**config.mk**
```make
export PLATFORM = sky130hd
export DESIGN_NAME = pixstat_accel
export DESIGN_NICKNAME = d
export VERILOG_FILES = /design/src/rtl/pixstat_pkg.sv /design/src/rtl/pixstat_lane.sv /design/src/rtl/pixstat_fifo.sv /design/src/rtl/pixstat_engine.sv /design/src/rtl/pixstat_accel.sv
export SDC_FILE = /design/constraint.sdc
export NUM_CORES = 1
export LEC_CHECK = 0
export BUFFER_PORTS_ARGS = -buffer_cell sky130_fd_sc_hd__buf_2
export CORE_MARGIN = 2
export CORE_UTILIZATION = 50
export DETAILED_ROUTE_END_ITERATION = 7
export GPL_TIMING_DRIVEN = 0
export PLACE_DENSITY = 0.66
export SETUP_SLACK_MARGIN = 0.3
export SLEW_MARGIN = 25
export SYNTH_ARGS = -nofsm -noshare
export SYNTH_HDL_FRONTEND = slang
export SYNTH_SLANG_ARGS = --single-unit
```
**constraint.sdc**
```tcl
create_clock -name clk -period 14.7 [get_ports clk]
set_clock_uncertainty 0.1 [all_clocks]
set_input_delay 0.735 -clock clk [delete_from_list [all_inputs] [get_ports clk]]
set_output_delay 0.735 -clock clk [all_outputs]
set_load 0.05 [all_outputs]
```
**src/rtl/pixstat_pkg.sv**
```systemverilog
package pixstat_pkg;
  // Job sequencer states
  typedef enum logic [1:0] {
    ST_CMD   = 2'd0,  // waiting for a command word
    ST_DATA  = 2'd1,  // consuming pixel words
    ST_PUT_A = 2'd2,  // storing the plain sum
    ST_PUT_B = 2'd3   // storing the squared sum or the product
  } pst_state_e;
endpackage

```
**src/rtl/pixstat_lane.sv**
```systemverilog
// One byte lane: masks the pixel and forms its term for the accumulators.
// A single multiplier is shared between squaring and pair products.
module pixstat_lane #(
  parameter int PIX_W = 8
) (
  input  logic               mode_dot,
  input  logic               lane_on,
  input  logic [PIX_W-1:0]   cur_px,
  input  logic [PIX_W-1:0]   hold_px,
  output logic [PIX_W-1:0]   term_a,
  output logic [2*PIX_W-1:0] term_b
);
  localparam int PW2 = 2 * PIX_W;

  logic [PIX_W-1:0] cur_m;
  logic [PIX_W-1:0] other_m;

  always_comb begin
    cur_m   = lane_on ? cur_px : '0;
    other_m = mode_dot ? (lane_on ? hold_px : '0) : cur_m;
    term_a  = mode_dot ? '0 : cur_m;
    term_b  = PW2'(cur_m) * PW2'(other_m);
  end
endmodule

```
**src/rtl/pixstat_fifo.sv**
```systemverilog
// Result queue: a storage array with a registered read stage, so the
// array can map to block RAM. Total capacity is DEPTH + 1 words.
module pixstat_fifo #(
  parameter int W     = 32,
  parameter int DEPTH = 8
) (
  input  logic         clk,
  input  logic         rst,
  input  logic         wr_en,
  input  logic [W-1:0] wr_data,
  output logic         full,
  input  logic         rd_ready,
  output logic         rd_valid,
  output logic [W-1:0] rd_data
);
  localparam int AW = (DEPTH > 1) ? $clog2(DEPTH) : 1;

  logic [W-1:0]  mem [DEPTH];
  logic [AW-1:0] wr_ptr, rd_ptr;
  logic [AW:0]   cnt;
  logic          oq_valid;
  logic [W-1:0]  oq_data;
  logic          push, load;

  assign full     = (cnt == (AW+1)'(DEPTH));
  assign push     = wr_en && !full;
  assign load     = (cnt != '0) && (!oq_valid || rd_ready);
  assign rd_valid = oq_valid;
  assign rd_data  = oq_data;

  function automatic logic [AW-1:0] step(input logic [AW-1:0] p);
    return (p == AW'(DEPTH-1)) ? '0 : p + 1'b1;
  endfunction

  always_ff @(posedge clk) begin
    if (push) mem[wr_ptr] <= wr_data;
  end

  always_ff @(posedge clk) begin
    if (load) oq_data <= mem[rd_ptr];
  end

  always_ff @(posedge clk) begin
    if (rst) begin
      wr_ptr   <= '0;
      rd_ptr   <= '0;
      cnt      <= '0;
      oq_valid <= 1'b0;
    end else begin
      if (push) wr_ptr <= step(wr_ptr);
      if (load) rd_ptr <= step(rd_ptr);
      if (push && !load)      cnt <= cnt + 1'b1;
      else if (!push && load) cnt <= cnt - 1'b1;
      if (load)               oq_valid <= 1'b1;
      else if (rd_ready)      oq_valid <= 1'b0;
    end
  end

  // the sequencer never writes into a full queue
  a_r9_no_overflow: assert property (@(posedge clk) disable iff (rst)
    wr_en |-> !full);

  // a result that is not taken stays put
  a_r10_hold_result: assert property (@(posedge clk) disable iff (rst)
    (oq_valid && !rd_ready) |=> (oq_valid && $stable(oq_data)));

  // reset empties the output
  a_r1_reset_empty: assert property (@(posedge clk)
    rst |=> !oq_valid);
endmodule

```
**src/rtl/pixstat_engine.sv**
```systemverilog
// Command decode, lane masking, accumulation and result sequencing.
module pixstat_engine
  import pixstat_pkg::*;
#(
  parameter int LANES = 4,
  parameter int PIX_W = 8,
  parameter int CNT_W = 16,
  parameter int ACC_W = 32
) (
  input  logic                   clk,
  input  logic                   rst,
  input  logic                   in_valid,
  output logic                   in_ready,
  input  logic [LANES*PIX_W-1:0] in_data,
  input  logic                   fifo_full,
  output logic                   res_push,
  output logic [ACC_W-1:0]       res_data
);
  localparam int DATA_W   = LANES * PIX_W;
  localparam int MODE_BIT = DATA_W - 1;
  localparam int PW2      = 2 * PIX_W;

  pst_state_e        state;
  logic              mode;     // 1 = product job
  logic              half;     // first word of a pair captured
  logic [CNT_W-1:0]  rem;      // pixels still to come per window
  logic [DATA_W-1:0] hold;
  logic [ACC_W-1:0]  acc_a, acc_b;
  logic [ACC_W-1:0]  sum_a, sum_b;
  logic              take, do_acc, last_grp;

  logic [PIX_W-1:0] ta [LANES];
  logic [PW2-1:0]   tb [LANES];

  for (genvar gi = 0; gi < LANES; gi++) begin : g_lane
    pixstat_lane #(.PIX_W(PIX_W)) lane_i (
      .mode_dot (mode),
      .lane_on  (rem > CNT_W'(gi)),
      .cur_px   (in_data[gi*PIX_W +: PIX_W]),
      .hold_px  (hold[gi*PIX_W +: PIX_W]),
      .term_a   (ta[gi]),
      .term_b   (tb[gi])
    );
  end

  always_comb begin
    sum_a = '0;
    sum_b = '0;
    for (int i = 0; i < LANES; i++) begin
      sum_a = sum_a + ACC_W'(ta[i]);
      sum_b = sum_b + ACC_W'(tb[i]);
    end
  end

  assign in_ready = (state == ST_CMD) || (state == ST_DATA);
  assign take     = in_valid && in_ready;
  assign do_acc   = take && (state == ST_DATA) && !(mode && !half);
  assign last_grp = (rem <= CNT_W'(LANES));
  assign res_push = ((state == ST_PUT_A) || (state == ST_PUT_B)) && !fifo_full;
  assign res_data = (state == ST_PUT_A) ? acc_a : acc_b;

  always_ff @(posedge clk) begin
    if (rst) begin
      state <= ST_CMD;
      mode  <= 1'b0;
      half  <= 1'b0;
      rem   <= '0;
      hold  <= '0;
      acc_a <= '0;
      acc_b <= '0;
    end else begin
      unique case (state)
        ST_CMD: if (take) begin
          mode  <= in_data[MODE_BIT];
          rem   <= in_data[CNT_W-1:0];
          half  <= 1'b0;
          acc_a <= '0;
          acc_b <= '0;
          if (in_data[CNT_W-1:0] == '0)
            state <= in_data[MODE_BIT] ? ST_PUT_B : ST_PUT_A;
          else
            state <= ST_DATA;
        end
        ST_DATA: if (take) begin
          if (mode && !half) begin
            hold <= in_data;
            half <= 1'b1;
          end else begin
            acc_a <= acc_a + sum_a;
            acc_b <= acc_b + sum_b;
            half  <= 1'b0;
            if (last_grp) begin
              rem   <= '0;
              state <= mode ? ST_PUT_B : ST_PUT_A;
            end else begin
              rem <= rem - CNT_W'(LANES);
            end
          end
        end
        ST_PUT_A: if (!fifo_full) state <= ST_PUT_B;
        ST_PUT_B: if (!fifo_full) state <= ST_CMD;
        default:  state <= ST_CMD;
      endcase
    end
  end

  // a pending window always has pixels outstanding
  a_r7_pixels_left: assert property (@(posedge clk) disable iff (rst)
    (state == ST_DATA) |-> (rem != '0));

  // pairing only happens in product jobs
  a_r5_no_pair_in_stats: assert property (@(posedge clk) disable iff (rst)
    (state == ST_DATA && !mode) |-> !half);

  // integer pixels give a squared sum no smaller than the plain sum
  a_r4_sq_ge_sum: assert property (@(posedge clk) disable iff (rst)
    (state == ST_PUT_A) |-> (acc_b >= acc_a));

  // accumulation never wraps around
  a_r8_no_wrap: assert property (@(posedge clk) disable iff (rst)
    do_acc |=> ((acc_b >= $past(acc_b)) && (acc_a >= $past(acc_a))));
endmodule

```
**src/rtl/pixstat_accel.sv**
```systemverilog
module pixstat_accel #(
  parameter int LANES      = 4,
  parameter int PIX_W      = 8,
  parameter int CNT_W      = 16,
  parameter int ACC_W      = 32,
  parameter int RES_DEPTH  = 8
) (
  input  logic                   clk,
  input  logic                   rst,
  input  logic                   in_valid,
  output logic                   in_ready,
  input  logic [LANES*PIX_W-1:0] in_data,
  output logic                   out_valid,
  input  logic                   out_ready,
  output logic [ACC_W-1:0]       out_data
);
  logic             fifo_full;
  logic             res_push;
  logic [ACC_W-1:0] res_data;

  pixstat_engine #(
    .LANES(LANES), .PIX_W(PIX_W), .CNT_W(CNT_W), .ACC_W(ACC_W)
  ) engine_i (
    .clk       (clk),
    .rst       (rst),
    .in_valid  (in_valid),
    .in_ready  (in_ready),
    .in_data   (in_data),
    .fifo_full (fifo_full),
    .res_push  (res_push),
    .res_data  (res_data)
  );

  pixstat_fifo #(.W(ACC_W), .DEPTH(RES_DEPTH)) fifo_i (
    .clk      (clk),
    .rst      (rst),
    .wr_en    (res_push),
    .wr_data  (res_data),
    .full     (fifo_full),
    .rd_ready (out_ready),
    .rd_valid (out_valid),
    .rd_data  (out_data)
  );
endmodule

```
**Yosys cells after proc, flatten, opt, wreduce, memory -nomap -nowiden**

Memory sizes are Yosys's and may differ from the RTL's. A register that Yosys moved wholly into a read port is not among the register bits.
Index checks and enable logic that the tools add are counted.

- Bits in registers: 127
- Bits in writable memories: 256
- Input port bits: 36
- Output and inout bits: 34
- Word-level logic and storage cells: 123
- Memories kept: 1

Memories:

| memory | words | width | read ports | clocked after Yosys merged registers in | write ports | line | RTL |
|---|---|---|---|---|---|---|---|
| fifo_i.mem | 8 | 32 | 1 | 1 | 1 | pixstat_fifo.sv:18 | `logic [W-1:0] mem [DEPTH];` |

- $add $sub $neg: 13
- Multiply operators: 4
- $lt $le $gt $ge: 5
- Equality and inequality tests: 12
- Mux-type cells: 51
- Reductions and logical operators: 26

Operators with widths:

| cell | count |
|---|---|
| $mux W32 | 6 |
| $mux W8 | 16 |
| $pmux W32 S2 | 2 |
| $add A32 B16 Y32 | 2 |
| $add A32 B32 Y32 | 2 |
| $add A32 B8 Y32 | 2 |
| $mul A8 B8 Y16 | 4 |
| $mux W16 | 4 |
| $gt A16 B1 Y1 const B | 2 |
| $gt A16 B2 Y1 const B | 2 |
| $pmux W16 S2 | 1 |
| $add A16 B16 Y17 | 1 |
| $le A16 B3 Y1 const B | 1 |
| $logic_not A16 Y1 | 1 |
| $sub A16 B3 Y16 const B | 1 |
| $mux W2 | 7 |
| $add A8 B8 Y9 | 1 |
| $mux W1 | 9 |
| $mux W4 | 2 |
| $pmux W2 S4 | 1 |
| $logic_and A1 B1 Y1 | 7 |
| $add A3 B1 Y3 const B | 2 |
| $eq A3 B3 Y1 const B | 2 |
| $mux W3 | 2 |
| 17 further kinds | 31 |

**Depth between registers and ports, before layout**

- Depth after elaboration: 11
- Gate-level depth with buffers: 43

**Hierarchy**

From an unflattened synthesis, not the netlist that was laid out.

- Cells, all modules: 2,744
- Area, all modules: 29,055.4 um2

By module, submodules not included:

| module | instances | cells each | area an instance (um2) | sequential area each (um2) |
|---|---|---|---|---|
| pixstat_fifo | 1 | 480 | 11,229.5 | 8,868.5 |
| pixstat_engine | 1 | 1,144 | 8,908.5 | 2,322.2 |
| pixstat_lane (engine_i.g_lane[1].lane_i ...) | 2 | 280 | 2,230.9 | 0.0 |
| pixstat_lane (engine_i.g_lane[0].lane_i) | 1 | 280 | 2,239.6 | 0.0 |
| pixstat_lane (engine_i.g_lane[3].lane_i) | 1 | 280 | 2,215.9 | 0.0 |

**Worst setup path before layout**

OpenSTA, ideal clock, no wires.

- Path type: register to register
- Start point: register engine_i.rem[2]
- End point: register engine_i.acc_b[31]
- Setup time: 0.101 ns
- Arrival time: 9.952 ns
- Path slack: 4.547 ns
- Cell stages (with the launch flop): 40
- Period minus slack after synthesis: 10.153 ns
- Path through: dfxtp_1 -> inv_1 -> ha_1 -> clkbuf_1 -> a21o_1 -> nand3_1 -> clkbuf_1 -> nand2_1 -> or2_2 -> fa_1 -> fa_1 -> inv_1 -> fa_1 -> fa_1 -> fa_1 -> inv_1 -> fa_1 -> inv_1 -> [4 not listed] -> nand2b_1 -> a21oi_1 -> xnor2_1 -> ha_1 -> inv_1 -> fa_1 -> fa_1 -> fa_1 -> fa_1 -> inv_1 -> ha_1 -> and3_1 -> a221o_1 -> a221o_1 -> o22ai_2 -> buf_4 -> o311ai_0 -> o41ai_1

- Word-level cells in the longest chain between the ends: 11
- Elaborated cells between the ends (all ways): 27
- Those cells by class: add/sub: 4; mul: 4; order compare: 4; mux: 15

RTL lines:

| element | line | RTL |
|---|---|---|
| from (decl) | pixstat_engine.sv:26 | `logic [CNT_W-1:0] rem;` |
| from (signal assigned) | pixstat_engine.sv:75 | `rem <= in_data[CNT_W-1:0];` |
| from (signal assigned) | pixstat_engine.sv:96 | `rem <= rem - CNT_W'(LANES);` |
| $gt A16 B1 Y1 | pixstat_engine.sv:38 | `.lane_on (rem > CNT_W'(gi)),` |
| $mux W8 (on tied branches) | pixstat_lane.sv:19, pixstat_lane.sv:20 |  |
| $mux W8 | pixstat_lane.sv:20 | `other_m = mode_dot ? (lane_on ? hold_px : '0) : cur_m;` |
| $mul A8 B8 Y16 | pixstat_lane.sv:22 | `term_b = PW2'(cur_m) * PW2'(other_m);` |
| $add A16 B16 Y17 | pixstat_engine.sv:51 | `sum_b = sum_b + ACC_W'(tb[i]);` |
| $add A32 B16 Y32 | pixstat_engine.sv:51 |  |
| $add A32 B16 Y32 * | pixstat_engine.sv:51 |  |
| $add A32 B32 Y32 * | pixstat_engine.sv:90 | `acc_b <= acc_b + sum_b;` |
| $mux W32 * | pixstat_engine.sv:85 | `if (mode && !half) begin` |
| $mux W32 * | pixstat_engine.sv:84 | `ST_DATA: if (take) begin` |
| $pmux W32 S2 * | pixstat_engine.sv:72 | `unique case (state)` |
| to (signal assigned) | pixstat_engine.sv:90 |  |
| to (decl) | pixstat_engine.sv:28 | `logic [ACC_W-1:0] acc_a, acc_b;` |

Every way passes the cells marked *; elsewhere a longest branch is shown, timed or not. The select of a mux whose other input is x is not followed.
A chain may end at the register's enable or synchronous reset.

**Worst setup path after layout**

- Start point: register engine_i.mode
- End point: register engine_i.acc_b[28]

- Word-level cells in the longest chain between the ends: 9
- Elaborated cells between the ends (all ways): 18
- Those cells by class: add/sub: 4; mul: 4; eq/ne: 1; mux: 7; reduce/logical: 2

RTL lines:

| element | line | RTL |
|---|---|---|
| from (decl) | pixstat_engine.sv:24 | `logic mode;` |
| from (signal assigned) | pixstat_engine.sv:74 | `mode <= in_data[MODE_BIT];` |
| $mux W8 | pixstat_lane.sv:20 |  |
| $mul A8 B8 Y16 | pixstat_lane.sv:22 |  |
| $add A16 B16 Y17 | pixstat_engine.sv:51 |  |
| $add A32 B16 Y32 (2 in series) | pixstat_engine.sv:51 |  |
| $add A32 B32 Y32 | pixstat_engine.sv:90 |  |
| $mux W32 | pixstat_engine.sv:85 |  |
| $mux W32 | pixstat_engine.sv:84 |  |
| $pmux W32 S2 | pixstat_engine.sv:72 |  |

Several ways; a longest one is shown, not always the timed one. The select of a mux whose other input is x is not followed.

==> flow_summary_export.csv <==
group,metric,value,unit
die,fp-row-count,87,
yosys,synth_top_family_by_area,"adder cells",
detailed_routing,drtPass1Iterations,6,
die,die_w,242,µm
yosys,ys_seq_elements,415,
setup_path,end_kind,"flip-flop",
yosys,netlist_area,0.0283,mm²
final_layout,nNetsFinal,3104,
yosys,async_flop_share,0,%
setup_path,crit_type,"flip-flop to flip-flop",
timing,tns,0,ns
detailed_routing,routedWlPerCell,21.6,µm
yosys,synthMuxAreaShare,9.22,%
global_route,antenna_found_initial,1,
detailed_routing,via_count,19400,
placement,gp_congestion,0.952,
final_layout,regArea,0.0112,mm²
clock_tree,cts-htree-levels,2,
yosys,seq_area_frac_synth,39.6,%
yosys,synth-simple-area-share,10.5,%
final_layout,n_fill_cell,4858,
clock_tree,clock_path_buffers,3,
yosys,synth_fa_ha_area_share,25.5,%
die,die_height,242,µm
timing,setup_violations,0,
clock_tree,numCtsBuffers,46,
die,core-area,0.0562,mm²
die,ios,70,
timing,fmax,81.1,MHz
detailed_routing,drt-initial-drc-count,1477,
clock_tree,cts_setup_buffers,0,
timing,rsz0062_at_grt,"false",
timing,layout_min_cycle_time,12.33,ns
detailed_routing,avgViaCountPerCell,5.65,
timing,slew_headroom,31.7,%
timing,min_period_over_period,83.9,%
detailed_routing,postRouteAntennaNets,0,
global_route,grt_pass1_wl,115000,µm
yosys,synth_cells,2492,
setup_path,slowest_stage,"nor4_2",
status,run_status,"complete, no violations",
timing,hold_viol,0,
yosys,yosysTopAreaCell,"edfxtp_1",
final_layout,drive_gt1_share,13.5,%
clock_tree,clk_latency,0.58,ns
clock_tree,cts.repair.resized,0,
timing,max_slew.worst_pin.slew,1.02,ns
final_layout,multi_input_area,0.0154,mm²
detailed_routing,drc_errors,0,
clock_tree,root_buffer,"clkbuf_16",
setup_path,cp_data_required_time,15.04,ns
global_route,grt_max_degree,23,
worst_hold_path,min_path_type,"primary input to flip-flop",
global_route,grt_use_total,25.6,%
yosys,synth-compound-area-share,7.33,%
die,initial_core_util,50.4,%
die,die_area,0.0585,mm²
placement,placed_area,0.0299,mm²
job,maxCapViolations,0,
yosys,syn_nets,2959,
clock_tree,clk_pin_slew,0.06,ns
detailed_routing,wirelength,74100,µm
setup_path,crit_fanout,10,
timing,drv_slew,0,
clock_tree,cts_tree,"yes",
yosys,synthTopCellsByArea,"edfxtp_1, fa_1, dfxtp_1",
setup_path,crit_arrival,12.68,ns
yosys,synth.top_cell.area_share,30.6,%
final_layout,area_growth,11.3,%
clock_tree,clock_sinks,415,
setup_path,cp_slowest_stage_delay,0.78,ns
global_route,grt_pass1_vias,19800,
setup_path,critPathLaunchType,"flip-flop",
yosys,synth-edff-count,288,
placement,dp_hpwl,58000,µm
yosys,syn_area_per_cell,11.4,µm²
clock_tree,cts-hold-fix-buffers,0,
placement,portBuffers,66,
yosys,yosys_warnings,0,
yosys,synthXorXnorAreaFrac,1.80,%
setup_path,crit_top_cell,"fa_1",
final_layout,fin_area,0.0315,mm²
yosys,synth_flop_cell,"edfxtp_1",
global_route,grt_remaining_overflow,0,
yosys,yosysUniqueCellTypes,73,
## registers in the layout, summed over array words and instances, names as in the netlist, 4 cells and up
name / cells
engine_i.acc_a: 32
engine_i.acc_b: 32
engine_i.hold: 32
engine_i.rem: 16
fifo_i.cnt: 4
fifo_i.mem: 256
fifo_i.rd_data: 32
## layout by cell type (no fill, tap or decap), types with 7 or more instances in the layout
master     count
clkbuf_16     46
mux2_2        76
dfxtp_1      127
buf_1         12
buf_4         18
clkinv_1       7
nor4_1         7
and3_1        21
clkbuf_1      70
and2_1        17
edfxtp_1     288
mux2i_1       31
o21a_1        20
inv_1        373
or4_1          8
nand2_1      233
a22o_1        31
buf_2         80
nor3_2         8
nand2b_1      21
a211oi_1      11
ha_1         189
xor2_1        17
xnor2_1       41
or2_2         20
nor2_1       181
clkinv_2       7
mux4_2        64
or3_1         27
and4_1         7
a21o_1        12
nand3_1       43
o211ai_1      12
fa_1         242
nor3_1        17
a21oi_1      107
o21ai_1        8
o21ai_0       58
## worst max-delay path: cells and delay by family (launching register included)
family                   cells  cell delay [ns]
AO/OA/AOI/OAI                6             1.31
multiplexers                 1             0.17
XOR/XNOR                     1             0.34
flip-flops                   1             0.29
adder cells (fa/ha/maj)     13             6.20
buffers and inverters       10             2.66
AND/OR/NAND/NOR              3             1.10
## per-stage QoR
stage                     util (%)  worst slack (ns)  std cells  hold slack [ns]
after floorplan                  -              4.55       2492            0.342
after global placement        52.6              2.17       3314            0.356
after detailed placement      53.3              2.54       3345            0.364
after CTS                     56.0              2.53       3430            0.303
after global routing          56.0              1.84       3431            0.320
final                         56.0              2.37       3431            0.332
## cell usage after synthesis (27+ instances only)
cell	n
xnor2_1	41
nor2_1	184
mux2i_1	31
fa_1	242
inv_1	373
o21ai_0	61
mux2_2	76
edfxtp_1	288
ha_1	189
mux4_2	64
dfxtp_1	127
nand2_1	233
a22o_1	31
clkbuf_1	61
nand3_1	43
a21oi_1	107
or3_1	27
## cell type report
class	instances	share of cell area, %
inverter	373	4.45
buffer	84	1.06
multi-input combinational	1620	49.1
antenna	1	0.00795
tap	756	3.01
timing repair buffer	97	2.05
sequential	415	35.6
clock inverter	27	0.950
clock buffer	58	3.86
## routing by layer
metal | up-vias | global-route usage [%] | wire (µm)
li1 | 8850 | - | -
met1 | 9796 | 34.1 | 31000
met2 | 619 | 43.5 | 36600
met3 | 104 | 3.70 | 4430
met4 | 0 | 8.01 | 2110
met5 | - | 0 | 0
## cells by family after synthesis
group	after synthesis
XOR/XNOR	58
AO/OA/AOI/OAI	318
buffers and inverters	457
adder cells (fa/ha/maj)	431
AND/OR/NAND/NOR	642
flip-flops	415
multiplexers	171
## final timing paths
kind | startpoint | endpoint | slack [ns] | cells past startpoint
hold / removal | in_data[20] | engine_i.hold[20]$_SDFFE_PP0P_ | 0.33 | 3
setup / recovery | engine_i.mode$_SDFFE_PP0P_ | engine_i.acc_b[28]$_SDFFE_PP0P_ | 2.37 | 34
setup reg to reg | engine_i.mode$_SDFFE_PP0P_ | engine_i.acc_b[28]$_SDFFE_PP0P_ | 2.37 | 34
hold reg to reg | engine_i.hold[19]$_SDFFE_PP0P_ | engine_i.hold[19]$_SDFFE_PP0P_ | 0.37 | 2
Power is not shown: default switching activity piles up to over one toggle a cycle in this logic, so the estimate is an artifact.
